**src/rtl/be_lsu_pkg.sv**
```systemverilog
// Package: shared access-size encoding for the load/store lane formatter.
// Assumes the request size is carried as a two-bit code; code 3 behaves as word.
package be_lsu_pkg;

    typedef enum logic [1:0] {
        ACC_BYTE = 2'b00,
        ACC_HALF = 2'b01,
        ACC_WORD = 2'b10,
        ACC_WIDE = 2'b11
    } acc_size_e;

    // True when the code denotes a full-width access.
    function automatic logic is_full(input logic [1:0] sz);
        return sz[1];
    endfunction

endpackage

```
**src/rtl/lsu_addr_gen.sv**
```systemverilog
// Module: effective-address adder.
// Adds a sign-extended displacement to the base register value. Register
// index zero is forced to read as zero. Purely combinational.
module lsu_addr_gen #(
    parameter int ADDR_W = 32,
    parameter int DISP_W = 16,
    parameter int IDX_W  = 5
) (
    input  logic [IDX_W-1:0]  base_idx,
    input  logic [ADDR_W-1:0] base_val,
    input  logic [DISP_W-1:0] disp,
    output logic [ADDR_W-1:0] ea
);
    localparam int EXT_W = ADDR_W - DISP_W;

    logic [ADDR_W-1:0] base_eff;
    logic [ADDR_W-1:0] disp_ext;

    // Zero register: index 0 never exposes the stored value.
    always_comb base_eff = (base_idx == '0) ? '0 : base_val;

    // Sign-extend the displacement and add modulo 2^ADDR_W.
    always_comb begin
        disp_ext = {{EXT_W{disp[DISP_W-1]}}, disp};
        ea       = base_eff + disp_ext;
    end
endmodule

```
**src/rtl/lsu_load_fmt.sv**
```systemverilog
// Module: load lane selector and extender.
// Picks a byte or halfword out of the returned word using big-endian lane
// numbering (offset 0 = most significant lane) and sign- or zero-extends it.
// Assumes the caller has already screened out misaligned requests.
module lsu_load_fmt
    import be_lsu_pkg::*;
#(
    parameter int DATA_W = 32
) (
    input  logic [DATA_W-1:0]                 rd_word,
    input  logic [$clog2(DATA_W/8)-1:0]       ofs,
    input  logic [1:0]                        size,
    input  logic                              sgn,
    output logic [DATA_W-1:0]                 result
);
    localparam int LANES  = DATA_W / 8;
    localparam int HLANES = LANES / 2;
    localparam int OFS_W  = $clog2(LANES);

    logic [7:0]  byte_lane [LANES];
    logic [15:0] half_lane [HLANES];

    // Byte lanes, lane g taken from the top end downward.
    for (genvar g = 0; g < LANES; g++) begin : g_byte
        assign byte_lane[g] = rd_word[DATA_W-1-8*g -: 8];
    end

    // Halfword lanes, lane h taken from the top end downward.
    for (genvar h = 0; h < HLANES; h++) begin : g_half
        assign half_lane[h] = rd_word[DATA_W-1-16*h -: 16];
    end

    logic [7:0]  sel_b;
    logic [15:0] sel_h;

    // Lane pick for the current offset.
    always_comb begin
        sel_b = byte_lane[ofs];
        sel_h = half_lane[ofs[OFS_W-1:1]];
    end

    // Width-dependent extension of the selected lane.
    always_comb begin
        unique case (size)
            ACC_BYTE: result = {{(DATA_W-8){sgn & sel_b[7]}}, sel_b};
            ACC_HALF: result = {{(DATA_W-16){sgn & sel_h[15]}}, sel_h};
            default:  result = rd_word;
        endcase
    end
endmodule

```
**src/rtl/lsu_store_fmt.sv**
```systemverilog
// Module: store lane replicator and strobe generator.
// Copies the low byte or halfword of the source into every lane and forms
// big-endian byte strobes (strobe bit LANES-1 = offset 0). Strobes here are
// unqualified; the top gates them with validity and alignment.
module lsu_store_fmt
    import be_lsu_pkg::*;
#(
    parameter int DATA_W = 32
) (
    input  logic [DATA_W-1:0]           src,
    input  logic [$clog2(DATA_W/8)-1:0] ofs,
    input  logic [1:0]                  size,
    output logic [DATA_W-1:0]           wdata,
    output logic [DATA_W/8-1:0]         strb
);
    localparam int LANES  = DATA_W / 8;
    localparam int HLANES = LANES / 2;
    localparam int OFS_W  = $clog2(LANES);

    logic [LANES-1:0] one_lane;
    logic [LANES-1:0] two_lane;

    // Strobe patterns for a single byte and for a halfword pair.
    always_comb begin
        one_lane = LANES'(1) << (LANES - 1 - int'(ofs));
        two_lane = LANES'(3) << (LANES - 2 - 2 * int'(ofs[OFS_W-1:1]));
    end

    // Data replication and strobe choice by access width.
    always_comb begin
        unique case (size)
            ACC_BYTE: begin
                wdata = {LANES{src[7:0]}};
                strb  = one_lane;
            end
            ACC_HALF: begin
                wdata = {HLANES{src[15:0]}};
                strb  = two_lane;
            end
            default: begin
                wdata = src;
                strb  = '1;
            end
        endcase
    end
endmodule

```
**src/rtl/lsu_align_chk.sv**
```systemverilog
// Module: natural-alignment test.
// Flags a halfword at an odd offset or a full word at any non-zero offset.
// Byte accesses always pass.
module lsu_align_chk
    import be_lsu_pkg::*;
#(
    parameter int DATA_W = 32
) (
    input  logic [$clog2(DATA_W/8)-1:0] ofs,
    input  logic [1:0]                  size,
    output logic                        bad
);
    // Alignment rule per width.
    always_comb begin
        unique case (size)
            ACC_BYTE: bad = 1'b0;
            ACC_HALF: bad = ofs[0];
            default:  bad = (ofs != '0);
        endcase
    end
endmodule

```
**src/rtl/be_lsu_format.sv**
```systemverilog
// Module: top of the big-endian load/store lane formatter.
// Forms the effective address, formats load data and store lanes, screens
// alignment, and registers all results one cycle after the request.
// Assumes rd_word is the aligned memory word for this request's address,
// presented in the same cycle as the request. Synchronous active-low reset.
module be_lsu_format
    import be_lsu_pkg::*;
#(
    parameter int DATA_W = 32,
    parameter int DISP_W = 16,
    parameter int IDX_W  = 5
) (
    input  logic                clk,
    input  logic                rst_n,
    input  logic                req_valid,
    input  logic                req_store,
    input  logic [1:0]          req_size,
    input  logic                req_signed,
    input  logic [IDX_W-1:0]    base_idx,
    input  logic [DATA_W-1:0]   base_val,
    input  logic [DISP_W-1:0]   disp,
    input  logic [IDX_W-1:0]    src_idx,
    input  logic [DATA_W-1:0]   src_val,
    input  logic [DATA_W-1:0]   rd_word,
    output logic [DATA_W-1:0]   eff_addr,
    output logic                wr_en,
    output logic [DATA_W/8-1:0] wr_strb,
    output logic [DATA_W-1:0]   wr_word,
    output logic                ld_valid,
    output logic [DATA_W-1:0]   ld_result,
    output logic                misalign
);
    localparam int LANES = DATA_W / 8;
    localparam int OFS_W = $clog2(LANES);

    logic [DATA_W-1:0] ea;
    logic [OFS_W-1:0]  ofs;
    logic [DATA_W-1:0] src_eff;
    logic [DATA_W-1:0] ld_fmt;
    logic [DATA_W-1:0] st_word;
    logic [LANES-1:0]  st_strb;
    logic              bad_align;
    logic              do_store;
    logic              do_load;

    lsu_addr_gen #(.ADDR_W(DATA_W), .DISP_W(DISP_W), .IDX_W(IDX_W)) u_addr (
        .base_idx (base_idx),
        .base_val (base_val),
        .disp     (disp),
        .ea       (ea)
    );

    // Byte offset within the word and zero-register handling for the source.
    always_comb begin
        ofs     = ea[OFS_W-1:0];
        src_eff = (src_idx == '0) ? '0 : src_val;
    end

    lsu_align_chk #(.DATA_W(DATA_W)) u_align (
        .ofs  (ofs),
        .size (req_size),
        .bad  (bad_align)
    );

    lsu_load_fmt #(.DATA_W(DATA_W)) u_load (
        .rd_word (rd_word),
        .ofs     (ofs),
        .size    (req_size),
        .sgn     (req_signed),
        .result  (ld_fmt)
    );

    lsu_store_fmt #(.DATA_W(DATA_W)) u_store (
        .src   (src_eff),
        .ofs   (ofs),
        .size  (req_size),
        .wdata (st_word),
        .strb  (st_strb)
    );

    // Qualify the request: accepted only when valid and aligned.
    always_comb begin
        do_store = req_valid &  req_store & ~bad_align;
        do_load  = req_valid & ~req_store & ~bad_align;
    end

    // Output registers, cleared by reset, gated by acceptance.
    always_ff @(posedge clk) begin
        if (!rst_n) begin
            eff_addr  <= '0;
            wr_en     <= 1'b0;
            wr_strb   <= '0;
            wr_word   <= '0;
            ld_valid  <= 1'b0;
            ld_result <= '0;
            misalign  <= 1'b0;
        end else begin
            if (req_valid) eff_addr <= ea;
            wr_en     <= do_store;
            wr_strb   <= do_store ? st_strb : '0;
            wr_word   <= do_store ? st_word : '0;
            ld_valid  <= do_load;
            ld_result <= do_load ? ld_fmt : '0;
            misalign  <= req_valid & bad_align;
        end
    end
endmodule

```
**config.mk**
```make
export PLATFORM = sky130hd
export DESIGN_NAME = be_lsu_format
export DESIGN_NICKNAME = d
export VERILOG_FILES = /design/src/rtl/be_lsu_pkg.sv /design/src/rtl/lsu_addr_gen.sv /design/src/rtl/lsu_load_fmt.sv /design/src/rtl/lsu_store_fmt.sv /design/src/rtl/lsu_align_chk.sv /design/src/rtl/be_lsu_format.sv
export SDC_FILE = /design/constraint.sdc
export NUM_CORES = 1
export LEC_CHECK = 0
export BUFFER_PORTS_ARGS = -buffer_cell sky130_fd_sc_hd__buf_2
export CORE_MARGIN = 2
export CORE_UTILIZATION = 35
export CTS_CLUSTER_DIAMETER = 50
export DETAILED_ROUTE_END_ITERATION = 8
export SLEW_MARGIN = 20
export SYNTH_ARGS = -nofsm -noshare
export SYNTH_HDL_FRONTEND = slang
export SYNTH_SLANG_ARGS = --single-unit
```
**constraint.sdc**
```tcl
create_clock -name clk -period 4.3 [get_ports clk]
set_input_delay 0.215 -clock clk [delete_from_list [all_inputs] [get_ports clk]]
set_output_delay 0.215 -clock clk [all_outputs]
set_load 0.05 [all_outputs]
```
==> results.sh <==
export IMPL_outcome="completed"
export IMPL_yosysWarningCount=0
export IMPL_fin_nets=1101
export IMPL_insertedDiodeCount=0
export IMPL_drive_above_1_share=0.289
export IMPL_ys_types=58
export IMPL_drt_pass1_iterations=4
export IMPL_setup_viol=0
export IMPL_grt_max_degree=48
export IMPL_worst_r2r_path_depth=2
export IMPL_timing_setup_tns_ns=0
export IMPL_ys_seq_area_frac=0.356
export IMPL_htree_levels=3
export IMPL_critPathMaxFanout=16
export IMPL_total_power_mw=2.63
export IMPL_postSynthNetCount=895
export IMPL_row_count=47
export IMPL_grt_pass1_wl_mm=28.2
export IMPL_postRouteWirelength_mm=18.1
export IMPL_initialDrtViolationCount=364
export IMPL_drt_vias_per_instance=5.06
export IMPL_die_width_um=133
export IMPL_via_count=5895
export IMPL_maxCapViolCount=0
export IMPL_internal_power_mw=1.68
export IMPL_insertion_delay_ns=0.35
export IMPL_synth_ff_latch_count=103
export IMPL_timing_critical_path_to_type="flip-flop"
export IMPL_initial_antenna_violation_count=0
export IMPL_max_freq_ghz=0.318
export IMPL_power_frac_clock=0.302
export IMPL_grt_util_all_layers=0.198
export IMPL_clk_root_buffer_cell="sky130_fd_sc_hd__clkbuf_16"
export IMPL_power_per_cell_area_nw_per_um2=356
export IMPL_layout_area_overhead_vs_synth_pct=27.4
export IMPL_multiInputGateArea_um2=3470
export IMPL_placeableCoreArea_um2=16400
export IMPL_worstHoldEndpoint="wr_word[27]"
export IMPL_hold_ws_ns=0.0857
export IMPL_final_min_period_over_clock_period=0.731
export IMPL_worst_slew_pin_slew_ns=0.953
export IMPL_pin_count=232
export IMPL_cts_sinks=103
export IMPL_num_fill_cells=1708
export IMPL_die_height_um=133
export IMPL_p_switching_mw=0.955
export IMPL_leakage_power_nw=3.54
export IMPL_total_grt_overflow=0
export IMPL_cts_tree="yes"
export IMPL_share_seq_of_total_power=0.390
export IMPL_p_comb_frac=0.308
export IMPL_hold_start="src_val[27]"
export IMPL_worst_ep_required_ns=4.58
export IMPL_worst_clock_skew_ns=0
export IMPL_holdPathStages=3
export IMPL_route_detailed_drc=0
export IMPL_ir_worst_vdd_v=0.000195
export IMPL_synthesis_instances=734
export IMPL_gp_congestion=0.895
export IMPL_first_global_vias=5462
export IMPL_worst_setup_path_start_kind="input pin"
export IMPL_crit_reg2reg_launch="eff_addr[10]"
export IMPL_synth_avg_cell_area_um2=7.90
export IMPL_path_class="in2reg"
export IMPL_ff2ff_setup_slack_ns=3.39
export IMPL_clk_path_buf_depth=2
export IMPL_ys_top_cells_by_area="sky130_fd_sc_hd__dfxtp_1 (36%), sky130_fd_sc_hd__a21oi_1 (7.7%), sky130_fd_sc_hd__ha_1 (6.7%), sky130_fd_sc_hd__nand2_1 (5.6%), sky130_fd_sc_hd__nor2_1 (4.9%)"
export IMPL_timing_max_slew_rel_slack=0.364
export IMPL_layout_min_cycle_time_ns=3.14
export IMPL_cts_resized=0
export IMPL_antenna_violating_nets_post_route=0
export IMPL_synth_area_um2=5800
export IMPL_postSynth_topFlopCell="sky130_fd_sc_hd__dfxtp_1"
export IMPL_synth_top_cell_by_area="sky130_fd_sc_hd__dfxtp_1"
export IMPL_cts_reportedPaths_clkPinSlew_ns=0.08
export IMPL_crit_arrival_ns=3.42
export IMPL_floorplan_initialDensity=0.353
export IMPL_detailed_place_hpwl_mm=13.9
export IMPL_grt_setup_unrepaired="false"
export IMPL_die_area_um2=17600
export IMPL_power_share_switching=0.363
export IMPL_wire_per_inst_um=15.6
export IMPL_hold_buffers=0
export IMPL_postSynth_asyncResetShare=0
export IMPL_post_cts_setup_inserts=0
export IMPL_synth_edf_count=0
export IMPL_buffer_ports_inserted=231
export IMPL_holdCritPathClass="in2reg"
export IMPL_worst_r2r_endpoint="eff_addr[10]"
export IMPL_synth_top_area_frac=0.356
export IMPL_final_hold_violation_count=0
export IMPL_report_final_slew_viol_count=0
export IMPL_final_seq_area_um2=2060
export IMPL_cts_buffers=9
## cell families (layout without fill, tap and decap cells)
logic type	Yosys count	count (layout)	synth area share
compound gates	210	210	0.219
flops	103	103	0.356
fa+ha+maj	32	32	0.0703
xor+xnor	24	24	0.0363
mux	32	32	0.0570
buf+inv	67	277	0.0464
simple gates	266	266	0.216
## power by group through the flow
stage          sequential (mW)  combinational (mW)  clock, mW
6_report                  1.03               0.812      0.794
4_1_cts                   1.03               0.812      0.812
3_5_place_dp              1.05               0.809          0
5_1_grt                   1.03               0.884      0.845
2_1_floorplan             1.22               0.407          0
3_3_place_gp              1.05               0.809          0
## layer usage
| metal | GRT usage | vias to the layer above | share of wire |
|---|---|---|---|
| li1 | - | 2995 | - |
| met1 | 0.264 | 2684 | 0.46 |
| met2 | 0.334 | 201 | 0.47 |
| met3 | 0.0295 | 15 | 0.058 |
| met4 | 0.0579 | 0 | 0.012 |
| met5 | 0 | - | 0 |
## stage by stage
stage | setup slack, ns | cells | area, µm² | utilization
final | 1.16 | 1164 | 7390 | 0.450
after global routing | 0.920 | 1164 | 7390 | 0.450
after CTS | 1.18 | 1164 | 7390 | 0.450
after detailed placement | 0.812 | 1149 | 7110 | 0.433
after global placement | 0.856 | 1149 | 7110 | 0.433
after floorplan | 1.06 | 734 | 5800 | -
## cell usage after synthesis, drive strengths merged (6+ instances only)
master / number
mux2: 8
dfxtp: 103
o21a: 7
clkbuf: 27
mux2i: 24
nand2b: 7
a31oi: 6
nand4: 9
xor2: 13
o21ai: 48
nor2b: 36
nor3: 13
a21oi: 90
a21o: 6
inv: 24
o22ai: 16
buf: 16
nor2: 76
ha: 31
nand3: 13
nand2: 87
and3: 6
xnor2: 11
a22oi: 9
## worst max-delay path by stage
stage,depth (start not counted),start,to,slack [ns]
CTS,10,base_idx[0],ld_result[26],1.18
global route,10,base_idx[0],ld_result[26],0.92
floorplan,15,base_idx[0],ld_result[21],1.06
finish,13,base_idx[0],ld_result[19],1.16
global placement,10,base_idx[0],ld_result[17],0.86
detailed placement,10,base_idx[0],ld_result[26],0.81
## registers in the layout, summed over array words and instances (netlist names)
signal     flops
misalign       1
ld_result     32
wr_en          1
wr_word       32
eff_addr      32
ld_valid       1
wr_strb        4
## cell type report
cell class,count,area share
Clock buffer,9,0.0305
Sequential cell,103,0.279
Multi-Input combinational cell,564,0.470
Tap cell,220,0.0373
Timing Repair Buffer,238,0.164
Inverter,24,0.0122
Clock inverter,6,0.00745
## critical path: stages
cell and delay (ns):
sky130_fd_sc_hd__buf_2 0.09, sky130_fd_sc_hd__or4_1 0.56, sky130_fd_sc_hd__nor2_2 0.13, sky130_fd_sc_hd__nor2b_1 0.06
sky130_fd_sc_hd__ha_1 0.20, sky130_fd_sc_hd__inv_1 0.07, sky130_fd_sc_hd__fa_1 0.53, sky130_fd_sc_hd__mux2_2 0.29
sky130_fd_sc_hd__nor2_1 0.05, sky130_fd_sc_hd__a211oi_2 0.27, sky130_fd_sc_hd__nand2b_1 0.14, sky130_fd_sc_hd__nand3_1 0.48
sky130_fd_sc_hd__a21oi_1 0.33
## cells in the final DEF (no fill, tap or decap), drive strengths merged, types with 4 or more instances in the layout
| cell | synthesis | routed |
|---|---|---|
| nor2 | 76 | 76 |
| nand2b | 7 | 7 |
| o211ai | 4 | 4 |
| mux2 | 8 | 8 |
| a31oi | 6 | 6 |
| ha | 31 | 31 |
| dfxtp | 103 | 103 |
| inv | 24 | 26 |
| o21a | 7 | 7 |
| buf | 16 | 238 |
| a21o | 6 | 6 |
| a211oi | 5 | 5 |
| nor2b | 36 | 36 |
| nand4 | 9 | 9 |
| nand2 | 87 | 87 |
| clkbuf | 27 | 9 |
| nand3 | 13 | 13 |
| xnor2 | 11 | 11 |
| a22oi | 9 | 9 |
| nand3b | 4 | 4 |
| o21ai | 48 | 48 |
| and3 | 6 | 6 |
| xor2 | 13 | 13 |
| or3 | 5 | 5 |
| a21oi | 90 | 90 |
| o22ai | 16 | 16 |
| nor3 | 13 | 13 |
| mux2i | 24 | 24 |
(Power assumes the default switching activity.)
